**config.mk**
```make
export PLATFORM = sky130hd
export DESIGN_NAME = irq_dist
export DESIGN_NICKNAME = d
export VERILOG_FILES = /design/src/rtl/irq_dist_pkg.sv /design/src/rtl/irq_dist_dec.sv /design/src/rtl/irq_dist_pick.sv /design/src/rtl/irq_dist.sv
export SDC_FILE = /design/constraint.sdc
export NUM_CORES = 2
export LEC_CHECK = 0
export BUFFER_PORTS_ARGS = -buffer_cell sky130_fd_sc_hd__buf_2
export CAP_MARGIN = 10
export CORE_ASPECT_RATIO = 0.9
export CORE_MARGIN = 2
export CORE_UTILIZATION = 35
export CTS_CLUSTER_SIZE = 16
export DETAILED_ROUTE_END_ITERATION = 10
export GPL_ROUTABILITY_DRIVEN = 0
export PLACE_DENSITY_LB_ADDON = 0.05
export SLEW_MARGIN = 30
export SYNTH_ARGS = -nofsm -noshare
export SYNTH_HDL_FRONTEND = slang
export SYNTH_HIERARCHICAL = 1
export SYNTH_SLANG_ARGS = --single-unit
```
**constraint.sdc**
```tcl
create_clock -name clk -period 4.7 [get_ports clk]
set_clock_uncertainty 0.2 [all_clocks]
set_input_delay 0.235 -clock clk [delete_from_list [all_inputs] [get_ports clk]]
set_output_delay 0.235 -clock clk [all_outputs]
set_load 0.01 [all_outputs]
```
**src/rtl/irq_dist_pkg.sv**
```systemverilog
package irq_dist_pkg;
    localparam int TGT_W    = 16;
    localparam int CPU_ID_W = 4;
    localparam int MAX_SRC  = 510;

    localparam logic [11:0] OFS_CTRL = 12'h000;
    localparam logic [11:0] OFS_TYPE = 12'h004;
    localparam logic [11:0] OFS_SWI  = 12'hF00;

    typedef enum logic [2:0] {
        RG_NONE,
        RG_CTRL,
        RG_TYPE,
        RG_ENSET,
        RG_ENCLR,
        RG_TGT,
        RG_CFG,
        RG_SWI
    } reg_kind_e;
endpackage

```
**src/rtl/irq_dist_dec.sv**
```systemverilog
module irq_dist_dec
    import irq_dist_pkg::*;
#(
    parameter int NUM_SRC = 64
) (
    input  logic [11:0] addr,
    output reg_kind_e   kind,
    output logic [7:0]  word
);
    localparam int NWORD = NUM_SRC / 32;
    localparam int NTGT  = NUM_SRC / 2;

    always_comb begin
        kind = RG_NONE;
        word = addr[9:2];
        if (addr[1:0] != 2'b00) begin
            kind = RG_NONE;
        end else if (addr == OFS_CTRL) begin
            kind = RG_CTRL;
        end else if (addr == OFS_TYPE) begin
            kind = RG_TYPE;
        end else if (addr == OFS_SWI) begin
            kind = RG_SWI;
        end else if (addr[11:7] == 5'b00010 && 32'(addr[6:2]) < NWORD) begin
            kind = RG_ENSET;
            word = {3'b000, addr[6:2]};
        end else if (addr[11:7] == 5'b00011 && 32'(addr[6:2]) < NWORD) begin
            kind = RG_ENCLR;
            word = {3'b000, addr[6:2]};
        end else if (addr[11:10] == 2'b01 && 32'(addr[9:2]) < NTGT) begin
            kind = RG_TGT;
            word = addr[9:2];
        end else if (addr[11:7] == 5'b11000 && 32'(addr[6:2]) < NWORD) begin
            kind = RG_CFG;
            word = {3'b000, addr[6:2]};
        end
    end
endmodule

```
**src/rtl/irq_dist_pick.sv**
```systemverilog
module irq_dist_pick #(
    parameter int N  = 64,
    parameter int IW = 6
) (
    input  logic [N-1:0]  elig,
    output logic          found,
    output logic [IW-1:0] id
);
    always_comb begin
        found = |elig;
        id    = '0;
        for (int i = N - 1; i >= 0; i--) begin
            if (elig[i]) id = IW'(i);
        end
    end
endmodule

```
**src/rtl/irq_dist.sv**
```systemverilog
module irq_dist
    import irq_dist_pkg::*;
#(
    parameter int NUM_SRC = 64,
    parameter int NUM_CPU = 4
) (
    input  logic                          clk,
    input  logic                          rst_n,
    input  logic                          bus_valid,
    input  logic                          bus_write,
    input  logic [11:0]                   bus_addr,
    input  logic [31:0]                   bus_wdata,
    input  logic [CPU_ID_W-1:0]           bus_cpu,
    output logic [31:0]                   bus_rdata,
    input  logic [NUM_SRC-33:0]           shared_irq_i,
    input  logic [NUM_CPU*16-1:0]         priv_irq_i,
    input  logic [NUM_CPU-1:0]            ack_i,
    input  logic [NUM_CPU-1:0]            eoi_i,
    input  logic [NUM_CPU*$clog2(NUM_SRC)-1:0] eoi_id_i,
    output logic [NUM_CPU-1:0]            irq_o,
    output logic [NUM_CPU*$clog2(NUM_SRC)-1:0] cand_id_o
);
    localparam int NWORD = NUM_SRC / 32;
    localparam int NSH   = NUM_SRC - 32;
    localparam int ID_W  = $clog2(NUM_SRC);

    typedef struct packed {
        logic                          fwd;
        logic [NUM_CPU-1:0][31:0]      en_b;
        logic [NUM_CPU-1:0][31:0]      pend_b;
        logic [NUM_CPU-1:0][31:0]      act_b;
        logic [NUM_CPU-1:0][15:0]      ppi_q;
        logic [15:0]                   cfg_p;
        logic [NSH-1:0]                en_s;
        logic [NSH-1:0]                pend_s;
        logic [NSH-1:0]                act_s;
        logic [NSH-1:0]                cfg_s;
        logic [NSH-1:0]                spi_q;
        logic [NSH-1:0][TGT_W-1:0]     tgt_s;
        logic [31:0]                   rdata;
    } st_t;

    st_t st_d, st_q;

    reg_kind_e                          kind;
    logic [7:0]                         word;
    logic [31:0]                        edge_b;
    logic [NUM_CPU-1:0][NUM_SRC-1:0]    elig;
    logic [NUM_CPU-1:0]                 found;
    logic [NUM_CPU-1:0][ID_W-1:0]       cand;

    irq_dist_dec #(.NUM_SRC(NUM_SRC)) u_dec (
        .addr (bus_addr),
        .kind (kind),
        .word (word)
    );

    // IDs 0..15 behave as edge (latched) sources, 16..31 follow the banked-ID trigger word.
    assign edge_b = {st_q.cfg_p, 16'hFFFF};

    always_comb begin
        for (int c = 0; c < NUM_CPU; c++) begin
            elig[c][31:0] = st_q.en_b[c] & st_q.pend_b[c] & ~st_q.act_b[c];
            for (int s = 0; s < NSH; s++) begin
                elig[c][s+32] = st_q.en_s[s] & st_q.pend_s[s] & ~st_q.act_s[s]
                              & st_q.tgt_s[s][c];
            end
        end
    end

    for (genvar gc = 0; gc < NUM_CPU; gc++) begin : g_cpu
        irq_dist_pick #(.N(NUM_SRC), .IW(ID_W)) u_pick (
            .elig  (elig[gc]),
            .found (found[gc]),
            .id    (cand[gc])
        );
        assign irq_o[gc] = st_q.fwd & found[gc];
        assign cand_id_o[gc*ID_W +: ID_W] = irq_o[gc] ? cand[gc] : '0;
    end

    always_comb begin
        st_d       = st_q;
        st_d.rdata = '0;

        // end of interrupt: drop the active mark
        for (int c = 0; c < NUM_CPU; c++) begin
            if (eoi_i[c]) begin
                for (int k = 0; k < 32; k++) begin
                    if (eoi_id_i[c*ID_W +: ID_W] == ID_W'(k)) st_d.act_b[c][k] = 1'b0;
                end
                for (int s = 0; s < NSH; s++) begin
                    if (eoi_id_i[c*ID_W +: ID_W] == ID_W'(s + 32)) st_d.act_s[s] = 1'b0;
                end
            end
        end

        // acknowledge: candidate becomes active, latched sources lose pending
        for (int c = 0; c < NUM_CPU; c++) begin
            if (ack_i[c] && irq_o[c]) begin
                for (int k = 0; k < 32; k++) begin
                    if (cand[c] == ID_W'(k)) begin
                        st_d.act_b[c][k] = 1'b1;
                        if (edge_b[k]) st_d.pend_b[c][k] = 1'b0;
                    end
                end
                for (int s = 0; s < NSH; s++) begin
                    if (cand[c] == ID_W'(s + 32)) begin
                        st_d.act_s[s] = 1'b1;
                        if (st_q.cfg_s[s]) st_d.pend_s[s] = 1'b0;
                    end
                end
            end
        end

        // register writes
        if (bus_valid && bus_write) begin
            case (kind)
                RG_CTRL: st_d.fwd = bus_wdata[0];
                RG_ENSET, RG_ENCLR: begin
                    if (word == 8'd0) begin
                        for (int c = 0; c < NUM_CPU; c++) begin
                            if (bus_cpu == CPU_ID_W'(c)) begin
                                if (kind == RG_ENSET) st_d.en_b[c] = st_q.en_b[c] | bus_wdata;
                                else                  st_d.en_b[c] = st_q.en_b[c] & ~bus_wdata;
                            end
                        end
                    end
                    for (int w = 1; w < NWORD; w++) begin
                        if (word == 8'(w)) begin
                            if (kind == RG_ENSET)
                                st_d.en_s[(w-1)*32 +: 32] = st_q.en_s[(w-1)*32 +: 32] | bus_wdata;
                            else
                                st_d.en_s[(w-1)*32 +: 32] = st_q.en_s[(w-1)*32 +: 32] & ~bus_wdata;
                        end
                    end
                end
                RG_TGT: begin
                    for (int s = 0; s < NSH; s++) begin
                        if (32'(word) * 2 == s + 32)     st_d.tgt_s[s] = bus_wdata[15:0];
                        if (32'(word) * 2 + 1 == s + 32) st_d.tgt_s[s] = bus_wdata[31:16];
                    end
                end
                RG_CFG: begin
                    if (word == 8'd0) st_d.cfg_p = bus_wdata[31:16];
                    for (int w = 1; w < NWORD; w++) begin
                        if (word == 8'(w)) st_d.cfg_s[(w-1)*32 +: 32] = bus_wdata;
                    end
                end
                RG_SWI: begin
                    for (int c = 0; c < NUM_CPU; c++) begin
                        if (bus_wdata[8+c]) begin
                            for (int k = 0; k < 16; k++) begin
                                if (bus_wdata[3:0] == 4'(k)) st_d.pend_b[c][k] = 1'b1;
                            end
                        end
                    end
                end
                default: ;
            endcase
        end

        // register reads
        if (bus_valid && !bus_write) begin
            case (kind)
                RG_CTRL: st_d.rdata = {31'd0, st_q.fwd};
                RG_TYPE: st_d.rdata = {27'd0, 5'(NWORD - 1)};
                RG_ENSET, RG_ENCLR: begin
                    if (word == 8'd0) begin
                        for (int c = 0; c < NUM_CPU; c++) begin
                            if (bus_cpu == CPU_ID_W'(c)) st_d.rdata = st_q.en_b[c];
                        end
                    end
                    for (int w = 1; w < NWORD; w++) begin
                        if (word == 8'(w)) st_d.rdata = st_q.en_s[(w-1)*32 +: 32];
                    end
                end
                RG_TGT: begin
                    for (int h = 0; h < 2; h++) begin
                        if (32'(word) * 2 + h < 32) begin
                            for (int c = 0; c < NUM_CPU; c++) begin
                                if (bus_cpu == CPU_ID_W'(c)) st_d.rdata[h*16 +: 16] = 16'(1 << c);
                            end
                        end
                        for (int s = 0; s < NSH; s++) begin
                            if (32'(word) * 2 + h == s + 32) st_d.rdata[h*16 +: 16] = st_q.tgt_s[s];
                        end
                    end
                end
                RG_CFG: begin
                    if (word == 8'd0) st_d.rdata = edge_b;
                    for (int w = 1; w < NWORD; w++) begin
                        if (word == 8'(w)) st_d.rdata = st_q.cfg_s[(w-1)*32 +: 32];
                    end
                end
                default: st_d.rdata = '0;
            endcase
        end

        // line sampling: level follows the line, edge latches a rise
        for (int c = 0; c < NUM_CPU; c++) begin
            st_d.pend_b[c][31:16] = (st_d.pend_b[c][31:16] & st_q.cfg_p)
                                  | (priv_irq_i[c*16 +: 16] & ~st_q.cfg_p)
                                  | (st_q.cfg_p & priv_irq_i[c*16 +: 16] & ~st_q.ppi_q[c]);
            st_d.ppi_q[c] = priv_irq_i[c*16 +: 16];
        end
        st_d.pend_s = (st_d.pend_s & st_q.cfg_s)
                    | (shared_irq_i & ~st_q.cfg_s)
                    | (st_q.cfg_s & shared_irq_i & ~st_q.spi_q);
        st_d.spi_q  = shared_irq_i;
    end

    always_ff @(posedge clk or negedge rst_n) begin
        if (!rst_n) st_q <= '0;
        else        st_q <= st_d;
    end

    assign bus_rdata = st_q.rdata;
endmodule

```
==> run metrics <==
Async SR Flop Fraction 100%; Post-layout nets 6,360; ratio of cells with drive above 1 in the final layout 26.6%; H-Tree Depth 4; chip height 392 um; Syn Area/Cell 10.5 um^2; antenna-violating nets left 0; Syn Nets 5,770; Power Total 23.1 mW; prevailing post-synth register cell dfrtp_1; Pwr per Cell Area 322 mW/mm^2; antenna violations before repair 41; post-placement cell area 0.0640 mm^2; row count 142; fin area 0.0718 mm^2; synth warn 6; gr usage total 35.3%; drt total wl 308 mm; HP Start priv_irq_i[9]; Max Cap Viol 0; CP arrival 5.28 ns; vias in the first global route 49,408; Worst-Skew Late Latency 0.83 ns; status finished with violations; R2R cell count 11; CTS tree built; non-filler instance count after layout 8,533; Post-Syn Area 0.0587 mm^2; #FFs+latches synth 1,169; FF-to-FF End st_q[642]; Tmin final 4.77 ns; HPWL after DPL 226 mm; Starting Density 35.2%; violated checks negative setup slack; Worst Hold Class in2reg; synth top area cells dfrtp_1 50%, mux2_2 14%, nand2_1 4.9%; share of the synthesized area in the top cell type 49.9%; I/O pin cnt 240; Leak Pwr 33.3 nW; r2r setup slk -0.07 ns; largest net degree at the start of global routing 161; first-pass GRT wire length 420 mm; Worst Hold End st_q[937]; TritonCTS Buffers 140; Slew Viols, Final 0; most frequent cells in the layout 1,167 x dfrtp_1, 756 x nand2_1, 718 x mux2_2; Setup CP Type reg2reg; DRT iter0 DRCs 7,595; post-layout util 43.1%; final hold violation count 0; I/O Buffers 239; critical path peak fanout 8; RSZ-0062 raised after global routing false; global route overflow 0; achievable clock frequency 209 MHz; Post-Syn Instances 5,590; register area share after synthesis 49.9%; Synth area leader dfrtp_1; startpoint types flop; WP data required 5.21 ns; most frequent standard cell in the layout excluding fill and tap cells dfrtp_1; CTS Sinks 1,169; Area Overhead vs Synth 22.4%; post-CTS setup buffers 0; clock root buffer clkbuf_16; Std-Cell Core Area 0.166 mm^2; DRC 0; Vias 52,337; fin crit share 102%; Worst IR Drop VDD 0.000250 V; hold path depth 4; final worst slack -0.0740 ns; Setup Viol. Count Final 2; placed cell count 7,991; Synth cell types 82; EDFF count, synth 0; Rel. slew slack 30.4%; Routed wire per std cell 36.1 um; CTS clk-pin slew, worst paths 0.06 ns; Die Area 0.171 mm^2; Clock Path Buffers 3; die width 436 um; Slew @ Worst Pin 1.04 ns; vias per cell 6.13; drt pass-1 iters 9; crit end category flop
cell families (layout without fill, tap and decap cells):
| family | after synthesis | after routing | share of synthesized area (%) |
|---|---|---|---|
| buffers and inverters | 456 | 1155 | 3.31 |
| and+or+nand+nor | 1846 | 1846 | 15.7 |
| AOI/OAI and AO/OA | 1249 | 1249 | 13.4 |
| muxes | 870 | 870 | 17.8 |
| DFF | 1169 | 1169 | 49.9 |
| other | 0 | 12 | 0 |
repair_timing:
action,4_1_cts,5_1_grt
hold endpoints to repair,1420,0
setup endpoints to repair,2,19
hold buffers,278,0
resized for setup,1,11
per-layer routing:
metal  track usage [%]  wire (um)
met1              50.9     136000
met2              49.1     124000
met3              10.1      32300
met4              14.7      14700
met5                 0         70
power breakdown:
group	internal, mW	switching [mW]
Sequential	10.1	0.0385
Clock	6.76	4.85
Combinational	0.383	0.953
Total	17.3	5.84
cell type report:
type,instances,area [um^2]
fillers,16184,94700
inverters,63,236
diodes,12,30.0
clock buffers,196,4020
repair buffers,841,6900
clock inverters,55,830
multi-input cells,3965,27700
flip-flops and latches,1169,29300
well taps,2232,2790
how the worst max path moves through the flow:
stage               cells past startpoint         from      endpoint  slack (ns)
detailed placement                     12         flop     st_q[609]       0.005
global placement                       12         flop     st_q[642]       -0.76
global route                           13         flop     st_q[648]        0.01
CTS                                     9         flop  cand_id_o[3]        0.03
floorplan                              10  bus_addr[3]          flop        1.14
finish                                 11         flop     st_q[642]       -0.07
worst max-delay path, cell delays in order, from the launching register on:
cell      delay [ns]
dfrtp_1         0.57
and3b_1         0.44
or4_1           0.66
nor4_1          0.46
o211ai_1        0.24
o211ai_1        0.19
a21boi_2        0.16
nor2_1          0.29
nand2_1         0.47
o22ai_1         0.44
nor2_1          0.22
a32o_1          0.30
Yosys cell counts, drive strengths merged, types with 63 or more instances:
cell       n
a21oi    146
and2     144
and3b     94
buf      137
clkbuf   256
dfrtp   1169
inv       63
mux2     748
nand2    762
nand3    107
nor2     340
nor2b     68
nor3      80
nor4      80
o211ai    80
o21ai    507
o22ai    126
stage by stage:
step / hold WS, ns / worst slack (ns) / setup TNS (ns)
6_report: 0.00643 / -0.0740 / -0.0827
3_5_place_dp: 0.135 / 0.00451 / 0
5_1_grt: 0.00976 / 0.00985 / 0
3_3_place_gp: 0.142 / -0.762 / -21.00
4_1_cts: 0.000961 / 0.0264 / 0
2_1_floorplan: -0.261 / 1.14 / 0
(Power assumes the default switching activity.)
